**src/rtl/rxpf_pkg.sv**
```systemverilog
package rxpf_pkg;

  typedef enum logic [1:0] {
    ST_IDLE,
    ST_RECV,
    ST_DROP
  } rxState_t;

  // strobes from control to datapath
  typedef struct packed {
    logic wrByte;
    logic commit;
    logic bufSel;
  } rxStrobe_t;

  localparam int MAC_BYTES = 6;

  function automatic logic [7:0] macByteAt(input logic [47:0] mac, input int idx);
    if (idx < 0 || idx >= MAC_BYTES) return 8'h00;
    return mac[47 - 8*idx -: 8];
  endfunction

endpackage

```
**src/rtl/rxpf_ctrl.sv**
```systemverilog
module rxpf_ctrl
  import rxpf_pkg::*;
#(
  parameter int BUF_BYTES = 64,
  parameter int AW        = $clog2(BUF_BYTES)
) (
  input  logic          clk,
  input  logic          rstN,
  input  logic          rxValid,
  input  logic          rxSof,
  input  logic          rxLast,
  input  logic          rxGood,
  input  logic [7:0]    rxData,
  input  logic [47:0]   stationMac,
  input  logic          pingPongEn,
  input  logic          irqGlobalEn,
  input  logic [1:0]    statusBits,
  input  logic          irqArm,
  output rxStrobe_t     strb,
  output logic [AW-1:0] wrIdx,
  output logic          curBuf,
  output logic          rxReady,
  output logic          irqPulse,
  output logic          lostPulse
);
  localparam int IW = $clog2(BUF_BYTES + 1);
  localparam logic [IW-1:0] HDR_LAST = IW'(MAC_BYTES - 1);
  localparam logic [IW-1:0] HDR_LEN  = IW'(MAC_BYTES);
  localparam logic [IW-1:0] BUF_IDX  = IW'(BUF_BYTES);

  rxState_t      stQ;
  logic [IW-1:0] idxQ, effIdx, idxNext;
  logic          grpQ, eqQ;
  logic          isFull, startB, takeB, effGrp, effEq, addrOk, hdrByte, fits, longEnough;

  always_comb begin
    isFull     = statusBits[curBuf];
    startB     = rxValid && rxSof;
    effIdx     = startB ? '0 : idxQ;
    takeB      = startB ? !isFull : (stQ == ST_RECV && rxValid);
    hdrByte    = effIdx < HDR_LEN;
    effGrp     = (effIdx == '0) ? rxData[7] : grpQ;
    effEq      = ((effIdx == '0) ? 1'b1 : eqQ) &&
                 (!hdrByte || rxData == macByteAt(stationMac, int'(effIdx)));
    addrOk     = effGrp || effEq;
    fits       = effIdx < BUF_IDX;
    longEnough = effIdx >= HDR_LAST;
    idxNext    = (effIdx == BUF_IDX) ? effIdx : effIdx + IW'(1);
    strb.wrByte = takeB && fits;
    strb.commit = takeB && rxLast && rxGood && longEnough && fits && addrOk;
    strb.bufSel = curBuf;
    wrIdx       = effIdx[AW-1:0];
    rxReady     = !isFull;
  end

  always_ff @(posedge clk) begin
    if (!rstN) begin
      stQ       <= ST_IDLE;
      idxQ      <= '0;
      grpQ      <= 1'b0;
      eqQ       <= 1'b0;
      curBuf    <= 1'b0;
      irqPulse  <= 1'b0;
      lostPulse <= 1'b0;
    end else begin
      irqPulse  <= strb.commit && irqArm && irqGlobalEn;
      lostPulse <= startB && isFull;
      if (strb.commit) curBuf <= pingPongEn ? !curBuf : 1'b0;
      if (takeB) begin
        idxQ <= idxNext;
        grpQ <= effGrp;
        eqQ  <= effEq;
        if (rxLast)                          stQ <= ST_IDLE;
        else if (effIdx == HDR_LAST && !addrOk) stQ <= ST_DROP;
        else                                 stQ <= ST_RECV;
      end else if (startB) begin
        stQ <= rxLast ? ST_IDLE : ST_DROP;
      end else if (rxValid && rxLast) begin
        stQ <= ST_IDLE;
      end
    end
  end

endmodule

```
**src/rtl/rxpf_datapath.sv**
```systemverilog
module rxpf_datapath
  import rxpf_pkg::*;
#(
  parameter int BUF_BYTES = 64,
  parameter int CTRL_W    = 4,
  parameter int AW        = $clog2(BUF_BYTES)
) (
  input  logic              clk,
  input  logic              rstN,
  input  rxStrobe_t         strb,
  input  logic [AW-1:0]     wrIdx,
  input  logic [7:0]        wrData,
  input  logic              swWrEn,
  input  logic              swWrBuf,
  input  logic [CTRL_W-1:0] swWrData,
  input  logic              rdBuf,
  input  logic [AW-1:0]     rdIdx,
  output logic [7:0]        rdByte,
  output logic [1:0]        statusBits,
  output logic              irqArm,
  output logic [CTRL_W-1:0] ctrlRd0,
  output logic [CTRL_W-1:0] ctrlRd1
);
  localparam int NBUF    = 2;
  localparam int IRQ_BIT = 3;

  logic [7:0]        mem [NBUF][BUF_BYTES];
  logic [CTRL_W-1:0] ctrlQ [NBUF];

  always_ff @(posedge clk) begin
    if (strb.wrByte) mem[strb.bufSel][wrIdx] <= wrData;
  end

  always_ff @(posedge clk) begin
    if (!rstN) begin
      for (int b = 0; b < NBUF; b++) ctrlQ[b] <= '0;
    end else begin
      for (int b = 0; b < NBUF; b++) begin
        if (swWrEn && swWrBuf == 1'(b)) ctrlQ[b] <= swWrData;
        if (strb.commit && strb.bufSel == 1'(b)) ctrlQ[b][0] <= 1'b1;
      end
    end
  end

  generate
    for (genvar g = 0; g < NBUF; g++) begin : g_status
      assign statusBits[g] = ctrlQ[g][0];
    end
  endgenerate

  assign irqArm  = ctrlQ[0][IRQ_BIT];
  assign ctrlRd0 = ctrlQ[0];
  assign ctrlRd1 = ctrlQ[1];
  assign rdByte  = mem[rdBuf][rdIdx];

endmodule

```
**src/rtl/rx_pingpong_filter.sv**
```systemverilog
module rx_pingpong_filter
  import rxpf_pkg::*;
#(
  parameter int BUF_BYTES = 64,
  parameter int CTRL_W    = 4
) (
  input  logic                         clk,
  input  logic                         rstN,
  input  logic                         rxValid,
  input  logic                         rxSof,
  input  logic                         rxLast,
  input  logic                         rxGood,
  input  logic [7:0]                   rxData,
  input  logic [47:0]                  stationMac,
  input  logic                         pingPongEn,
  input  logic                         irqGlobalEn,
  input  logic                         swWrEn,
  input  logic                         swWrBuf,
  input  logic [CTRL_W-1:0]            swWrData,
  input  logic                         rdBuf,
  input  logic [$clog2(BUF_BYTES)-1:0] rdIdx,
  output logic [7:0]                   rdByte,
  output logic [CTRL_W-1:0]            ctrlRd0,
  output logic [CTRL_W-1:0]            ctrlRd1,
  output logic                         rxReady,
  output logic                         curBuf,
  output logic                         irqPulse,
  output logic                         lostPulse
);
  localparam int AW = $clog2(BUF_BYTES);

  rxStrobe_t     strb;
  logic [AW-1:0] wrIdx;
  logic [1:0]    statusBits;
  logic          irqArm;

  rxpf_ctrl #(.BUF_BYTES(BUF_BYTES), .AW(AW)) ctrl_i (
    .clk(clk), .rstN(rstN), .rxValid(rxValid), .rxSof(rxSof), .rxLast(rxLast),
    .rxGood(rxGood), .rxData(rxData), .stationMac(stationMac),
    .pingPongEn(pingPongEn), .irqGlobalEn(irqGlobalEn),
    .statusBits(statusBits), .irqArm(irqArm), .strb(strb), .wrIdx(wrIdx),
    .curBuf(curBuf), .rxReady(rxReady), .irqPulse(irqPulse), .lostPulse(lostPulse)
  );

  rxpf_datapath #(.BUF_BYTES(BUF_BYTES), .CTRL_W(CTRL_W), .AW(AW)) dp_i (
    .clk(clk), .rstN(rstN), .strb(strb), .wrIdx(wrIdx), .wrData(rxData),
    .swWrEn(swWrEn), .swWrBuf(swWrBuf), .swWrData(swWrData),
    .rdBuf(rdBuf), .rdIdx(rdIdx), .rdByte(rdByte),
    .statusBits(statusBits), .irqArm(irqArm), .ctrlRd0(ctrlRd0), .ctrlRd1(ctrlRd1)
  );

endmodule

```
**config.mk**
```make
export PLATFORM = sky130hd
export DESIGN_NAME = rx_pingpong_filter
export DESIGN_NICKNAME = d
export VERILOG_FILES = /design/src/rtl/rxpf_pkg.sv /design/src/rtl/rxpf_ctrl.sv /design/src/rtl/rxpf_datapath.sv /design/src/rtl/rx_pingpong_filter.sv
export SDC_FILE = /design/constraint.sdc
export NUM_CORES = 1
export LEC_CHECK = 0
export BUFFER_PORTS_ARGS = -buffer_cell sky130_fd_sc_hd__buf_2
export CORE_UTILIZATION = 64
export DETAILED_ROUTE_END_ITERATION = 12
export HOLD_SLACK_MARGIN = 0.12
export PLACE_DENSITY = 0.86
export SLEW_MARGIN = 20
export SYNTH_ARGS = -nofsm -noshare
export SYNTH_HDL_FRONTEND = slang
export SYNTH_SLANG_ARGS = --single-unit
```
**constraint.sdc**
```tcl
create_clock -name clk -period 12.85 [get_ports clk]
set_clock_uncertainty 0.15 [all_clocks]
set_input_delay 2.57 -clock clk [delete_from_list [all_inputs] [get_ports clk]]
set_output_delay 2.57 -clock clk [all_outputs]
set_load 0.005 [all_outputs]
```
==> metrics.txt <==
outcome completed; Max IR drop VDD 110 uV; Pleak about 14 nW; clock share of power 42.3%; Net Sw Power roughly 1.5 mW; # fillers roughly 3300; I/O pins 97; number of flops mapped to enable cells by yosys a little over 1000; die span in x ~260 um; clock root buffer clkbuf_16; clock tree buffer depth 3; Pwr Density about 160 nW/um^2; initial core utilization about 65%; detailed-route via count between 20000 and 25000; CTS tree done; synth warn 0; Worst-Margin Slew between 1000 and 1500 ps; final worst-path cycle share roughly 71%; # resized after CTS 0; CTS Buf Count 97; die area between 60000 and 70000 um^2; Sw Ratio between 20% and 30%; IO Port Bufs 96; synth cell count leaders edfxtp_1, mux4_2, nor2_1, clkbuf_1, nand2_1; wire per inst 36.6 um; GRT Total Usage 33.5%; r2r worst-path depth 6; first-pass GRT wire length approximately 160000 um; post-placement cell area about 43000 um^2; clk_lat worst skew 680 ps; Synth async-reset ratio 0%; Synth area leader edfxtp_1; Top FF cell, synth edfxtp_1; sum of negative setup slack 0 ps; register share of total power between 50% and 60%; RePlAce Congestion between 0.8 and 0.9; clock sink total 1046; post-synth cell types 61; Syn-to-layout area delta 11.1%; reg2reg end dp_i.mem[0][66]$_DFFE_PP_; count leader, synth edfxtp_1; synth top area cells edfxtp_1, mux4_2, nor2_1; final instance area approximately 46000 um^2; GR Overflow Total 0; sequential element share of the synthesized area between 70% and 80%; Final Critical Period 9070 ps; Fin. Hold Viols 0; FF/Latch Area 31300 um^2; total core area between 60000 and 70000 um^2; die height about 260 um; Max transition margin around 17%; Post-DRT Antenna Nets 0; vias per inst 7.34; largest net degree at the start of global routing 130; post-layout util roughly 70%; Netlist Area Pre-Place between 40000 and 50000 um^2; Post-Place Worst Slack 3670 ps; Int Power between 5 and 6 mW; Max-Cap Viols 0; number of global-route vias before repair 21500; DR pass1 iterations 7; FMAX ~110 MHz; synthesized instance count approximately 1900; Worst R2R Setup Slack around 8000 ps; Synth top area share between 70% and 80%; CP Class in -> out; Final setup viols 0; Max Slew Vio Count 0; Worst R2R Start ctrl_i.curBuf$_SDFFE_PN0N_; Yosys reg bits between 1000 and 1500; Setup WS post-layout ~3800 ps; Routed WL around 110000 um; fraction of layout cells with a size suffix above 1 30.2%; Final Net Count between 2000 and 2500; syn nets 1988; placed cells 2765; Setup crit end kind primary output; initial antenna violation count 5; arrival time at the worst endpoint roughly 6400 ps; Max FO, Critical Path 80; Final Non-Filler Cells 2948; combinational power share ~5.3%; CP Data Required Time approximately 10000 ps; RSZ-0062 raised after global routing false; CP startpoint rdBuf; Row Count just over 90; # DRC 0; average size of a mapped cell 21.8 um^2; post-CTS setup buffers 0; DP HPWL 57600 um; Multi-input gate area around 10000 um^2; Min-Delay Path Class reg -> reg; Worst setup SP type primary input; worst setup path endpoint rdByte[4]; Clock Pin Slew Worst Setup and Hold Paths 60 ps; CTS H-tree depth 3; hold buffer count at cts 0; Starting DRT DRC Count between 3000 and 4000
==> layout by cell type, fill, tap and decap left out, types with 4 or more instances in the layout <==
master / instances
a211oi_1: 5
a21o_1: 6
a21oi_1: 28
a2bb2oi_1: 8
and2_1: 6
buf_2: 85
buf_4: 22
bufinv_16: 14
clkbuf_1: 15
clkbuf_16: 101
clkinv_1: 14
clkinv_2: 20
clkinvlp_4: 12
dfxtp_1: 15
edfxtp_1: 1031
ha_1: 5
inv_1: 12
mux2_2: 8
mux2i_1: 12
mux4_2: 336
nand2_1: 53
nand3_1: 13
nand3_2: 5
nor2_1: 159
nor2_2: 4
nor3_1: 5
o2111ai_1: 7
o21ai_0: 13
o22ai_1: 4
==> cell type report <==
cell class	count	area share, %
Clock buffer	116	5.60
Tap cell	855	2.32
Sequential cell	1046	67.7
Timing Repair Buffer	112	1.46
Clock inverter	65	1.54
Multi-Input combinational cell	739	21.3
Inverter	13	0.106
Antenna cell	2	0.0108
==> critical path: stages <==
cell and delay, ps:
buf_8 630, buf_4 850, mux4_2 630, mux4_2 550, mux4_2 520, mux2_2 350, buf_2 150
==> stage by stage <==
stage | hold WS [ps] | power [mW]
final | 349 | 7.16
after global routing | 375 | 7.28
after CTS | 350 | 7.15
after detailed placement | 337 | 4.19
after global placement | 313 | 4.17
after floorplan | 301 | 4.04
==> logic make-up (layout without fill, tap and decap cells) <==
logic type	after synthesis	count (layout)	synth area share, %
other cells	0	2	0
fa+ha+maj	5	5	0.151
mux	357	357	18.7
simple gates	271	271	2.79
flops	1046	1046	75.2
buf+inv	121	306	1.26
xor+xnor	5	5	0.105
compound gates	101	101	1.73
==> per-layer routing <==
metal  vias to the layer above  share of wire, %  GRT usage [%]
met2                      1953                49           53.3
met5                         -             0.025              0
li1                       8231                 -              -
met4                         4               4.1           12.6
met1                     11200                35           46.7
met3                       289                12           6.97
==> state kept, by name (all words and copies together) (netlist names), 2 cells and up <==
signal and flops:
dp_i.ctrlQ 8, dp_i.mem 1024, ctrl_i.stQ 2, ctrl_i.idxQ 7
==> power groups by stage <==
stage / clock network [mW] / logic, mW / registers, mW
2_1_floorplan: 0 / 0.211 / 3.83
3_3_place_gp: 0 / 0.345 / 3.83
3_5_place_dp: 0 / 0.362 / 3.83
4_1_cts: 3.03 / 0.373 / 3.75
5_1_grt: 3.14 / 0.390 / 3.75
6_report: 3.03 / 0.378 / 3.75
==> worst min-delay path by stage <==
stage	start	endpoint	depth (start not counted)
after floorplan	ctrl_i.stQ[1]$_SDFFE_PN0P_	ctrl_i.stQ[1]$_SDFFE_PN0P_	2
after global placement	ctrl_i.stQ[1]$_SDFFE_PN0P_	ctrl_i.stQ[1]$_SDFFE_PN0P_	2
after detailed placement	ctrl_i.stQ[1]$_SDFFE_PN0P_	ctrl_i.stQ[1]$_SDFFE_PN0P_	2
after CTS	ctrl_i.stQ[1]$_SDFFE_PN0P_	ctrl_i.stQ[1]$_SDFFE_PN0P_	2
after global routing	ctrl_i.stQ[1]$_SDFFE_PN0P_	ctrl_i.stQ[1]$_SDFFE_PN0P_	2
final	ctrl_i.stQ[1]$_SDFFE_PN0P_	ctrl_i.stQ[1]$_SDFFE_PN0P_	2
(Power assumes the default switching activity.)
